$ cat config.mk
export PLATFORM = sky130hd
export DESIGN_NAME = board_sig_port
export DESIGN_NICKNAME = d
export VERILOG_FILES = /design/src/rtl/sig_pkg.sv /design/src/rtl/sig_settle_timer.sv /design/src/rtl/sig_slice_rotator.sv /design/src/rtl/sig_assembler.sv /design/src/rtl/board_sig_port.sv
export SDC_FILE = /design/constraint.sdc
export NUM_CORES = 1
export LEC_CHECK = 0
export ABC_AREA = 1
export BUFFER_PORTS_ARGS = -buffer_cell sky130_fd_sc_hd__buf_2
export CAP_MARGIN = 10
export CORE_MARGIN = 4
export CORE_UTILIZATION = 50
export DETAILED_ROUTE_END_ITERATION = 8
export MAX_ROUTING_LAYER = met4
export PLACE_DENSITY = 0.72
export SYNTH_ARGS = -nofsm -noshare
export SYNTH_HDL_FRONTEND = slang
export SYNTH_SLANG_ARGS = --single-unit
$ cat constraint.sdc
create_clock -name clk -period 1.8 [get_ports clk]
set_clock_uncertainty 0.2 [all_clocks]
set_input_delay 0.36 -clock clk [delete_from_list [all_inputs] [get_ports clk]]
set_output_delay 0.36 -clock clk [all_outputs]
set_load 0.05 [all_outputs]
$ cat src/rtl/sig_pkg.sv
package sig_pkg;
  localparam int SIG_W   = 16;
  localparam int SLICE_W = 4;
  localparam int SLICES  = SIG_W / SLICE_W;
  localparam int TAG_W   = $clog2(SLICES);

  typedef logic [TAG_W-1:0] tag_t;

  // Build the published byte for slice k of a signature.
  function automatic logic [7:0] pack_byte(input logic [SIG_W-1:0] sig, input tag_t k);
    return {sig[k*SLICE_W +: SLICE_W], 2'b00, k};
  endfunction

  // Move the slice of a published byte to the bit offset named by its tag.
  function automatic logic [SIG_W-1:0] place_slice(input logic [7:0] b);
    logic [SIG_W-1:0] w;
    w = SIG_W'(b[7:4]);
    return w << {b[1:0], 2'b00};
  endfunction
endpackage

$ cat src/rtl/sig_settle_timer.sv
module sig_settle_timer #(
  parameter int SETTLE_CYCLES = 12
) (
  input  logic clk,
  input  logic rst_n,
  output logic settled_o
);
  localparam int CW = $clog2(SETTLE_CYCLES + 1);
  localparam logic [CW-1:0] LIMIT = CW'(SETTLE_CYCLES);

  logic [CW-1:0] cnt;

  always_ff @(posedge clk) begin
    if (!rst_n) cnt <= '0;
    else if (cnt != LIMIT) cnt <= cnt + 1'b1;
  end

  assign settled_o = (cnt == LIMIT);


  settled_holds_chk: assert property (@(posedge clk) disable iff (!rst_n)
    settled_o |=> settled_o);
endmodule

$ cat src/rtl/sig_slice_rotator.sv
module sig_slice_rotator
  import sig_pkg::*;
#(
  parameter logic [SIG_W-1:0] SIGNATURE = 16'h3C5A
) (
  input  logic       clk,
  input  logic       rst_n,
  input  logic       live_i,
  input  logic       take_i,
  output logic [7:0] byte_o
);
  tag_t idx;
  logic fire;

  assign fire = live_i && take_i;

  always_ff @(posedge clk) begin
    if (!rst_n) idx <= '0;
    else if (fire) idx <= idx + 1'b1;
  end

  assign byte_o = live_i ? pack_byte(SIGNATURE, idx) : 8'h00;


  tag_steps_chk: assert property (@(posedge clk) disable iff (!rst_n)
    fire |=> byte_o[1:0] == $past(byte_o[1:0]) + 2'd1);


  held_byte_stable_chk: assert property (@(posedge clk) disable iff (!rst_n)
    (live_i && !take_i) |=> $stable(byte_o));
endmodule

$ cat src/rtl/sig_assembler.sv
module sig_assembler
  import sig_pkg::*;
#(
  parameter logic [SIG_W-1:0] EXPECTED = 16'h3C5A
) (
  input  logic       clk,
  input  logic       rst_n,
  input  logic       fire_i,
  input  logic [7:0] byte_i,
  output logic       match_o,
  output logic       mismatch_o
);
  logic [TAG_W-1:0] seen;
  logic [SIG_W-1:0] acc;
  logic             poisoned;
  logic [SIG_W-1:0] acc_next;
  logic             poisoned_next;
  logic             last;

  assign acc_next      = acc | place_slice(byte_i);
  assign poisoned_next = poisoned | (byte_i[3:2] != 2'b00);
  assign last          = (seen == TAG_W'(SLICES - 1));

  always_ff @(posedge clk) begin
    if (!rst_n) begin
      seen       <= '0;
      acc        <= '0;
      poisoned   <= 1'b0;
      match_o    <= 1'b0;
      mismatch_o <= 1'b0;
    end else if (fire_i) begin
      if (last) begin
        match_o    <= !poisoned_next && (acc_next == EXPECTED);
        mismatch_o <= poisoned_next || (acc_next != EXPECTED);
        seen       <= '0;
        acc        <= '0;
        poisoned   <= 1'b0;
      end else begin
        match_o    <= 1'b0;
        mismatch_o <= 1'b0;
        seen       <= seen + 1'b1;
        acc        <= acc_next;
        poisoned   <= poisoned_next;
      end
    end
  end


  verdict_exclusive_chk: assert property (@(posedge clk) disable iff (!rst_n)
    !(match_o && mismatch_o));


  match_after_read_chk: assert property (@(posedge clk) disable iff (!rst_n)
    $rose(match_o) |-> $past(fire_i));


  flags_hold_chk: assert property (@(posedge clk) disable iff (!rst_n)
    !fire_i |=> ($stable(match_o) && $stable(mismatch_o)));
endmodule

$ cat src/rtl/board_sig_port.sv
module board_sig_port
  import sig_pkg::*;
#(
  parameter logic [15:0] SIGNATURE     = 16'h3C5A,
  parameter logic [15:0] EXPECTED      = SIGNATURE,
  parameter int          SETTLE_CYCLES = 12
) (
  input  logic       clk,
  input  logic       rst_n,
  input  logic       id_ready,
  output logic       id_valid,
  output logic [7:0] id_data,
  output logic       sig_match,
  output logic       sig_mismatch
);
  logic settled;
  logic read_done;

  sig_settle_timer #(.SETTLE_CYCLES(SETTLE_CYCLES)) u_settle (
    .clk       (clk),
    .rst_n     (rst_n),
    .settled_o (settled)
  );

  sig_slice_rotator #(.SIGNATURE(SIGNATURE)) u_rot (
    .clk    (clk),
    .rst_n  (rst_n),
    .live_i (settled),
    .take_i (id_ready),
    .byte_o (id_data)
  );

  assign id_valid  = settled;
  assign read_done = settled && id_ready;

  sig_assembler #(.EXPECTED(EXPECTED)) u_asm (
    .clk        (clk),
    .rst_n      (rst_n),
    .fire_i     (read_done),
    .byte_i     (id_data),
    .match_o    (sig_match),
    .mismatch_o (sig_mismatch)
  );


  idle_byte_zero_chk: assert property (@(posedge clk) disable iff (!rst_n)
    !id_valid |-> id_data == 8'h00);
endmodule

# Word-level counts from Yosys, hierarchy flattened

Cells that the tools add are included.
W data, S select, Z words.

Bits in registers: 27
Output and inout port bits: 11
Logic and storage cells: 30

$add $sub $neg: 3
Equality and inequality tests: 5
Shift operators: 2
Muxes and demuxes: 6
Bitwise logic cells: 2
Reductions and logical operators: 5

Operator list:

| operator                  | number |
|---|---|
| $eq A16 B14 Y1 const B    | 1 |
| $mux W16                  | 1 |
| $ne A16 B14 Y1 const B    | 1 |
| $or A16 B16 Y16           | 1 |
| $shiftx A16 B5 Y4 const A | 1 |
| $shl A4 B4 Y16            | 1 |
| $mux W8                   | 1 |
| $add A2 B1 Y2 const B     | 2 |
| $add A4 B1 Y4 const B     | 1 |
| $eq A4 B4 Y1 const B      | 1 |
| $ne A4 B4 Y1 const B      | 1 |
| $mux W1                   | 3 |
| $eq A2 B2 Y1 const B      | 1 |
| $logic_and A1 B1 Y1       | 2 |
| $mux W2                   | 1 |
| $reduce_bool A2 Y1        | 1 |
| $logic_not A1 Y1          | 1 |
| $logic_or A1 B1 Y1        | 1 |
| $or A1 B1 Y1              | 1 |

# Logic depth before layout (Yosys ltp)

Gate-level depths: netlist of run 1.

Depth after elaboration: 7
Gate-level depth with buffers: 13

# Cells and area by module

A second synthesis of run 1 with hierarchy kept.

Cells, all modules: 184
Area total of the unflattened synthesis: 1340.0 µm²

Modules (own cells, without submodules):

| module            | instances | cells an instance | area each (µm²) | sequential area each (µm²) |
|---|---|---|---|---|
| sig_assembler     | 1         | 132               | 969.7           | 420.4 |
| sig_settle_timer  | 1         | 25                | 212.7           | 80.1 |
| sig_slice_rotator | 1         | 25                | 150.1           | 40.0 |
| board_sig_port    | 1         | 2                 | 7.5             | 0.0 |

# Worst setup path after synthesis of run 1

OpenSTA, ideal clock, no wires.

Path kind: flip-flop to flip-flop
Start: register u_rot.idx[0]
End: register u_asm.mismatch_o
Setup time: 117 ps
Arrival: 2054 ps
Slack: -570 ps
Cell stages (with the launch flop): 14
Path buffers: 0
Path through: dfxtp_1 -> inv_2 -> ha_1 -> inv_1 -> nor2_2 -> nand3_1 -> nand2_1 -> nand2_1 -> clkinv_1 -> nand2_1 -> nor2_2 -> nand2_1 -> nand2_1 -> a21oi_1

Word-level cells in the longest chain between the ends: 7

Ends and longest elaborated chain:

| what                     | line                    | source |
|---|---|---|
| start: declaration       | sig_slice_rotator.sv:12 | `tag_t idx;` |
| start signal: assignment | sig_slice_rotator.sv:19 | `else if (fire) idx <= idx + 1'b1;` |
| $shiftx A16 B5 Y4        | sig_pkg.sv:11           | `return {sig[k*SLICE_W +: SLICE_W], 2'b00, k};` |
| $mux W8                  | sig_slice_rotator.sv:22 | `assign byte_o = live_i ? pack_byte(SIGNATURE, idx) : 8'h00;` |
| via id_data[6]           | board_sig_port.sv:12    | `output logic [7:0] id_data,` |
| $shl A4 B4 Y16           | sig_pkg.sv:18           | `return w << {b[1:0], 2'b00};` |
| $or A16 B16 Y16          | sig_assembler.sv:20     | `assign acc_next = acc \| place_slice(byte_i);` |
| $ne A16 B14 Y1           | sig_assembler.sv:34     | `mismatch_o <= poisoned_next \|\| (acc_next != EXPECTED);` |
| $logic_or A1 B1 Y1       | sig_assembler.sv:34     |  |
| $mux W1                  | sig_assembler.sv:32     | `if (last) begin` |
| end signal: assignment   | sig_assembler.sv:34     |  |
| end: declaration         | sig_assembler.sv:11     | `output logic mismatch_o` |

The timed path passes the listed nets, and every way through them passes these cells.
A chain may end at the register's enable or synchronous reset.

# Worst setup path in the final report of run 1

Start: register u_settle.cnt[1]
End: output port id_data[4]

Word-level cells in the longest chain between the ends: 2

Ends and longest elaborated chain:

| what                     | line                    | source |
|---|---|---|
| start: declaration       | sig_settle_timer.sv:11  | `logic [CW-1:0] cnt;` |
| start signal: assignment | sig_settle_timer.sv:15  | `else if (cnt != LIMIT) cnt <= cnt + 1'b1;` |
| $eq A4 B4 Y1             | sig_settle_timer.sv:18  | `assign settled_o = (cnt == LIMIT);` |
| $mux W8                  | sig_slice_rotator.sv:22 |  |
| end: declaration         | board_sig_port.sv:12    |  |

Every way passes these cells.

==> results, run 1 <==
- The flow ran to the end, but the final reports show violations.
- The checks that failed: setup timing.
- The end point of the worst hold path is u_rot.idx[1]$_SDFFE_PN0P_.
- The final layout contains 215 nets.
- The met1 track demand over resource is 0.2218.
- The setup check on the worst reg-to-reg path leaves a slack of -170 ps.
- The origin of the worst setup path is u_settle.cnt[1]$_SDFFE_PN0P_.
- The detail route stage leaves a number of antenna-violating nets equal to 0.
- After synthesis, the cell types taking the most area are sky130_fd_sc_hd__dfxtp_1 (40%), sky130_fd_sc_hd__nand2_1 (7.2%), sky130_fd_sc_hd__inv_1 (6.6%).
- The worst hold path stage count is 3.
- The area growth from synthesis to final layout is 39.96%.
- In this run the tool buffered the top-level ports with 11 buffer cells.
- The area taken by multi-input logic gates is 750.7 µm².
- Of the post-synthesis cell area, the dominant cell type holds 0.3977.
- After floorplanning, the core was divided into 18 placement rows.
- CTS saw 26 sinks.
- The worst setup path is launched from a flip-flop.
- The total congestion overflow after global routing is 0.
- The worst hold path begins at rst_n.
- Across every metal layer, demand over resource in global routing totals 0.1920.
- The count of antenna diodes in the layout is 0.
- Averaged over all synthesized cells, the footprint is just under 8 µm².
- In this run the power spent charging and discharging nets is 0.0002330 W.
- The detailed-route wire length per cell is between 10 and 15 µm.
- Clock-pin slew was measured on the worst setup and hold paths at between 100 and 150 ps.
- In the synthesized netlist the dominant register cell turns out to be sky130_fd_sc_hd__dfxtp_1.
- The cell area after layout is 1832 µm².
- The max-capacitance violation count is 0.
- The hold-fix buffer count after cts is 0.
- Of the cells placed in the final design, the portion with a size suffix greater than 1 is 0.4029.
- The final route contains 1209 vias.
- The worst setup path is of the flip-flop to output pin kind.
- For this run, global-route usage on met2 was measured as 0.3312.
- The latest clock arrival within the worst-skew pair is around 330 ps.
- The layer with the highest usage is met2.
- The worst hold path belongs to the class primary input to flip-flop.
- The summed instance area of the synthesized netlist is between 1000 and 1500 µm².
- The number of enable-type register cells in the synthesized netlist is 0.
- The share of total power dissipated in the clock network is 0.349.
- The largest voltage drop on the vdd net is ~530 µV.
- The highest fanout seen on the critical path is 6.
- The tree is rooted in a sky130_fd_sc_hd__clkbuf_4.
- The instance area after placement is approximately 1500 µm².
- The horizontal extent of the die is about 59 µm.
- The sequential area share after synthesis is 0.3977.
- The smallest setup slack after layout is -250.6 ps.
- The post-route minimum period is 2051 ps.
- The maximum frequency from static timing analysis is 0.4877 GHz.
- The number of pins with negative max-slew slack in the final report is 0.
- Measured in cells, the most critical reg-to-reg path has a length of 14.
- The number of failing setup endpoints in the final timing report is 25.
- In this run the static leakage power is 0.7176 nW.
- The H-tree depth is 1.
- The fraction of the cycle the final worst path needs is 1.139.
- For this configuration, the core starts out at a cell density of 0.5283.
- The number of DRC violations after detailed routing is 0.
- The hold violation total from the final report is 0.
- The fraction of power spent switching nets is 0.2293.
- Counting the buffers created by CTS gives 3.
- The routed wire length is 3156 µm.
- The weighted congestion at the end of routability-driven global placement is 0.8638.
- The global routing met3 resource utilization is 0.03050.
- The pin count of the biggest net entering global routing is 17.
- By instance count, the leading cell after synthesis is sky130_fd_sc_hd__dfxtp_1.
- The part of the total power dissipated in sequential elements is 0.574.
- Synthesis inferred 26 register bits.
- The core footprint is about 2500 µm².
- The cell count after synthesis came out at 170.
- During I/O placement, the number of pins put on the boundary was 14.
- The cell at the slowest stage of the critical path is sky130_fd_sc_hd__dfxtp_2.
- The beginning of the worst register-to-register path is u_settle.cnt[1]$_SDFFE_PN0P_.
- In the final layout, flip-flops and latches occupy 530.5 µm².
- In this run, the number of DRC markers left after iteration 0 of detailed routing was 38.
- During synthesis, Yosys emitted a total of 0 warnings.
- The floorplan step defined a die boundary enclosing between 3000 and 4000 µm².
- Setup repair after global routing could not meet its margin everywhere.
- Of all cell types, the one taking the most synthesized area is sky130_fd_sc_hd__dfxtp_1.
- The number of buffers on the longest clock path is 2.
- For the worst setup path, the data required time is approximately 1200 ps.
- The power per standard cell area is 554.8 nW/µm².
- The die boundary height is between 50 and 60 µm.
- After synthesis, the most frequently instantiated cells are sky130_fd_sc_hd__dfxtp_1 (26), sky130_fd_sc_hd__nand2_1 (25), sky130_fd_sc_hd__inv_1 (23), sky130_fd_sc_hd__nor2_1 (23), sky130_fd_sc_hd__nor3b_1 (11).
- The final standard cell utilization of the core is 0.7394.
- The first global-routing pass estimated 5037 µm of wire.
- On the worst path, the slowest cell contributes a delay of 350 ps.
- The arrival time of the worst setup path is 1490 ps.
- The detail-routed via count per cell is 5.123.
- The number of antenna violations at the first check in global routing is 0.
- The worst register-to-register path ends at u_asm.mismatch_o$_SDFFE_PN0P_.
- The number of global-route vias before repair is 1156.
- The count of cell types in the netlist is 27.
- STA classifies the critical path endpoint as an output pin.
- The share of total power dissipated in combinational logic is 0.077.
- The internal power of the cells is 0.0007832 W.
- Detailed placement ended at an HPWL of 2004 µm.
- The total iterations of the first detailed-routing run is 4.
- The signal on the critical path passes through inv_2, ha_4, nand3_4, nor2_4, buf_6.
- The CTS tree is yes.
- Of all flip-flops after synthesis, the portion carrying an async set or reset was 0.
- The layout filler cell count is a little under 200.
-- per-stage QoR --
stage / hold slack [ps] / instances / setup WS (ps) / TNS [ps] / total power [W]
final: 133.3 / 236 / -250.6 / -3724 / 0.001016
after floorplan: 208.3 / 171 / -155.9 / -1393 / 0.0006376
after detailed placement: 222.2 / 219 / -62.98 / -118.0 / 0.0006572
after global placement: 216.0 / 219 / -29.55 / -41.66 / 0.0006543
after CTS: 120.4 / 230 / -261.4 / -1549 / 0.001005
after global routing: 123.1 / 236 / -324.5 / -6142 / 0.001057
-- worst max-delay path, delay by kind of cell, from the launching register on --
| family | cells | cell delay, ps |
|---|---|---|
| flops | 1 | 350 |
| fa+ha+maj | 1 | 150 |
| buf+inv | 2 | 260 |
| simple gates | 2 | 400 |
-- cells in the final DEF, fill, tap and decap left out, types with 3 or more instances in the layout --
master                     netlist  routed
sky130_fd_sc_hd__nand2_1        25      22
sky130_fd_sc_hd__dfxtp_1        26      22
sky130_fd_sc_hd__nor2_1         23      21
sky130_fd_sc_hd__inv_1          23      19
sky130_fd_sc_hd__buf_4           5      19
sky130_fd_sc_hd__nor3b_1        11       9
sky130_fd_sc_hd__nand3_1         9       9
sky130_fd_sc_hd__buf_6           0       8
sky130_fd_sc_hd__nor2_4          4       6
sky130_fd_sc_hd__nor2_2          5       5
sky130_fd_sc_hd__a21oi_1         7       5
sky130_fd_sc_hd__inv_4           0       4
sky130_fd_sc_hd__o21ai_0         7       4
sky130_fd_sc_hd__buf_2           1       4
sky130_fd_sc_hd__inv_2           3       3
sky130_fd_sc_hd__o21ai_2         1       3
sky130_fd_sc_hd__a21oi_2         1       3
sky130_fd_sc_hd__ha_1            5       3
sky130_fd_sc_hd__clkbuf_4        0       3
sky130_fd_sc_hd__buf_8           0       3
-- sequential cells by signal (all words and copies together), names as in the netlist --
register / flops
u_settle.cnt: 4
u_asm.match_o: 1
u_asm.acc: 16
u_asm.mismatch_o: 1
u_asm.seen: 2
u_rot.idx: 2
-- cell families after synthesis --
kind of cell               count (synthesis)  synth area share
DFF                                       26            0.3977
buffers and inverters                     33            0.1099
adders and majority gates                  5           0.04780
AOI/OAI and AO/OA                         22            0.1042
xor gates and xnor gates                   1          0.006693
and+or+nand+nor                           82            0.3308
other                                      1          0.002865
-- power groups by stage --
stage          clock network (W)   logic, W  registers (W)
2_1_floorplan                  0  0.0000402       0.000597
3_3_place_gp                   0  0.0000583       0.000596
3_5_place_dp                   0  0.0000609       0.000596
4_1_cts                 0.000360  0.0000610       0.000584
5_1_grt                 0.000388  0.0000846       0.000584
6_report                0.000355  0.0000779       0.000584
-- repair_timing --
action / in CTS / in global routing
hold endpoints to repair: 0 / 0
gates resized for setup: 18 / 27
cloned: 0 / 2
setup buffers: 7 / 4
setup endpoints to repair: 9 / 29
pin swaps: 9 / 10
-- cell type report --
class                           count  area share
Multi-Input combinational cell    112      0.4098
Sequential cell                    26      0.2896
Timing Repair Buffer               36      0.1872
Inverter                           27     0.06352
Clock buffer                        4     0.02596
Tap cell                           30     0.02049
Timing Repair inverter              1    0.003415
-- how the worst max path moves through the flow --
stage,end,slack [ps],depth (start not counted)
after floorplan,u_asm.mismatch_o$_SDFFE_PN0P_,-160,13
after global placement,u_asm.mismatch_o$_SDFFE_PN0P_,-30,13
after detailed placement,u_asm.mismatch_o$_SDFFE_PN0P_,-60,13
after CTS,id_data[4],-260,5
after global routing,id_data[4],-320,5
final,id_data[4],-250,5
-- metal layers --
| metal | vias to the layer above | routed length, µm |
|---|---|---|
| met2 | 27 | 1684 |
| met5 | - | 0 |
| li1 | 609 | - |
| met1 | 571 | 1330 |
| met4 | 0 | 33 |
| met3 | 2 | 108 |
No activity file was read; power rests on OpenSTA's default activity.
==> run 2, diff against run 1 <==
- BUFFER_PORTS_ARGS: -buffer_cell sky130_fd_sc_hd__buf_2 -> -buffer_cell sky130_fd_sc_hd__clkbuf_2
==> results, run 2 (synthesis gave the netlist of run 1 again) <==
- The number of pins with negative max-slew slack in the final report came to 0 (unchanged).
- The die boundary height is 59.16 µm (unchanged).
- The number of nets with antenna violations after detailed routing is 0 (unchanged).
- The area taken by multi-input logic gates is 719.4 µm² (-4.2%).
- The end point of the worst hold path is u_settle.cnt[1]$_SDFFE_PN0P_.
- The latest clock arrival within the worst-skew pair is 330 ps (about the same).
- The number of flip-flops in the largest register was 16 (unchanged).
- The instance area after placement is 1529 µm² (unchanged).
- The worst hold path stage count is 3 (unchanged).
- The count of port buffers added during placement is 11 (unchanged).
- The total congestion overflow after global routing is 0 (unchanged).
- The layout filler cell count is 189 (-2.6%).
- On the critical path the largest part of the delay comes from simple AND/OR/NAND/NOR gates.
- The max-capacitance violation count is 0 (unchanged).
- The detailed-route wire length per cell is 12.77 µm (-4.5%).
- The checks that failed: setup timing.
- The global-route wire length before repair is 5023 µm (-0.28%).
- The cell area after layout was 1784 µm² (-2.6%).
- The number of antenna violations at the first check in global routing is 0 (unchanged).
- In the final layout, the registers with the most flip-flops are u_asm.acc (16), u_settle.cnt (4).
- The sum of buffers and inverters on the critical path is 2 (unchanged).
- The HPWL after detailed placement came to 2075 µm (+3.6%).
- The cell at the slowest stage of the critical path is sky130_fd_sc_hd__dfxtp_2.
- The combined flip-flop and latch cell area came to 530.5 µm² (unchanged).
- The total die area was 3500 µm² (unchanged).
- The final setup TNS was -1492 ps (+2232 ps).
- The type of the most critical hold path is primary input to flip-flop.
- The minimum setup slack among reg-to-reg paths is -160 ps (about the same).
- The worst reg2reg path depth was 13 (-1).
- The number of failing setup endpoints in the final timing report was 9 (-64%).
- The number of buffers created by CTS was 3 (unchanged).
- The starting density of the core is 0.5283 (unchanged).
- The smallest setup slack after layout is -238.2 ps (+12.42 ps).
- Counting flops per register, the top entry is u_asm.acc.
- The H-tree depth is 1 (unchanged).
- The area growth from synthesis to final layout is 36.33%.
- The number of global-route vias before repair is 1161 (+0.43%).
- The maximum frequency from static timing analysis is 0.4906 GHz (+0.61%).
- The share of post-route cells with drive strength above 1 was 0.3756 (-0.02730).
- The leakage component of the power was 0.7101 nW (-1.0%).
- The worst path required time came to 1240 ps (about the same).
- The library cell used as clock root buffer is sky130_fd_sc_hd__clkbuf_4.
- Leaving out fill and tap cells, the most frequent cells in the layout are sky130_fd_sc_hd__nor2_1 (22), sky130_fd_sc_hd__dfxtp_1 (22), sky130_fd_sc_hd__buf_4 (21), sky130_fd_sc_hd__nand2_1 (20), sky130_fd_sc_hd__inv_1 (19).
- The highest fanout seen on the critical path is 6 (unchanged).
- The critical path class is flip-flop to output pin.
- The count of boundary I/O pins came to 14 (unchanged).
- The placed cell count is 219 (unchanged).
- The highest cell delay on the worst timing path is 350 ps (about the same).
- The sink count of the clock tree is 26 (unchanged).
- The overall global routing resource usage was 0.1915 (-0.0004660).
- The number of buffers on the longest clock path came to 2 (unchanged).
- The capture instance of the worst register-to-register path is u_asm.match_o$_SDFFE_PN0P_.
- The hold violation total from the final report is 0 (unchanged).
- The element type at the critical path end is an output pin.
- The number of DRC violations after detailed routing was 0 (unchanged).
- The count of nets after finishing came to 214 (-0.47%).
- Setup repair after global routing could not meet its margin everywhere.
- The element type at the critical path start is a flip-flop.
- The total iterations of the first detailed-routing run is 4 (unchanged).
- The number of violations reported at the end of detailed-routing iteration 0 came to 38 (unchanged).
- The vias after detailed routing is 1206 (-0.25%).
- The pin count of the biggest net entering global routing came to 17 (unchanged).
- The tightest hold margin came to 172.6 ps (+39.31 ps).
- The routed wire length came to 3000 µm (-4.9%).
- The fraction of the cycle the final worst path needs is 1.132 (-0.006903).
- The final cell count without fillers was 235 (-0.42%).
- The count of antenna diodes in the layout is 0 (unchanged).
- The hold-fix buffer count after cts came to 0 (unchanged).
- The post-CTS clock slew at the launch and capture registers of the worst setup and hold paths is 130 ps (about the same).
- The detail-routed via count per cell is 5.132 (+0.18%).
- The largest voltage drop on the vdd net came to 432.4 µV (-19%).
- The weighted congestion at the end of routability-driven global placement came to 0.8472 (-1.9%).
- The run finished, with violations left.
- The power per standard cell area is 531.0 nW/µm² (-4.3%).
- The CTS tree is yes.
- The number of rows created at floorplan is 18 (unchanged).
- The startpoint of the worst hold path is rst_n.
- The core footprint was 2477 µm² (unchanged).
- The beginning of the worst register-to-register path is u_settle.cnt[0]$_SDFFE_PN0P_.
- The signal on the critical path passes through inv_2, ha_4, nand3_4, nor2_4, clkbuf_8.
- The post-route minimum period is 2038 ps (-12.42 ps).
- The arrival time of the worst setup path is 1480 ps (about the same).
- The horizontal extent of the die is 59.16 µm (unchanged).
run 2: final cells by class:
type / count / area share
multi-input combinational: 112 / 0.4032
clock buffer: 4 / 0.02034
sequential: 26 / 0.2973
timing repair buffer: 36 / 0.1942
tap: 30 / 0.02104
inverter: 27 / 0.06381
run 2: stage by stage:
step                setup WS (ps)    util  total power (W)
global route               -298.6  0.7202        0.0009852
detailed placement         -67.26  0.6172        0.0006568
global placement           -33.89  0.6172        0.0006544
finish                     -238.2  0.7202        0.0009474
CTS                        -230.1  0.6899        0.0009465
floorplan                  -155.9       -        0.0006376
run 2: where the power goes:
part | total (W) | internal, W | switching, W
logic | 0.0000683 | 0.0000294 | 0.0000389
registers | 0.000583 | 0.000579 | 0.00000459
clock network | 0.000296 | 0.000124 | 0.000172
run 2: worst max path at each step:
stage	endpoint	start	slack, ps	depth (start not counted)
final	id_data[4]	u_settle.cnt[0]$_SDFFE_PN0P_	-240	5
after global routing	id_data[4]	u_settle.cnt[0]$_SDFFE_PN0P_	-300	5
after CTS	id_data[4]	u_settle.cnt[0]$_SDFFE_PN0P_	-230	5
after detailed placement	u_asm.mismatch_o$_SDFFE_PN0P_	u_rot.idx[0]$_SDFFE_PN0P_	-70	12
after floorplan	u_asm.mismatch_o$_SDFFE_PN0P_	u_rot.idx[0]$_SDFFE_PN0P_	-160	13
after global placement	u_asm.mismatch_o$_SDFFE_PN0P_	u_settle.cnt[1]$_SDFFE_PN0P_	-30	13
run 2: tightest hold or removal path: stages:
cell,delay (ps)
sky130_fd_sc_hd__clkbuf_2,170
sky130_fd_sc_hd__o21ai_0,100
sky130_fd_sc_hd__a21oi_1,40
run 2: routing by layer:
layer / track usage / part of all wire / routed length, µm / vias up
met2: 0.3423 / 0.53 / 1575 / 37
met3: 0.04793 / 0.047 / 142 / 11
li1: - / - / - / 609
met4: 0.02913 / 0.017 / 51 / 0
met1: 0.2191 / 0.41 / 1229 / 549
met5: - / 0 / 0 / -
run 2: timing repair:
action                                  in CTS  in global routing
setup buffers                               10                  1
endpoints found under the setup margin      10                 29
pin swaps                                    8                  3
cloned                                       0                  1
resized for setup                           17                 19
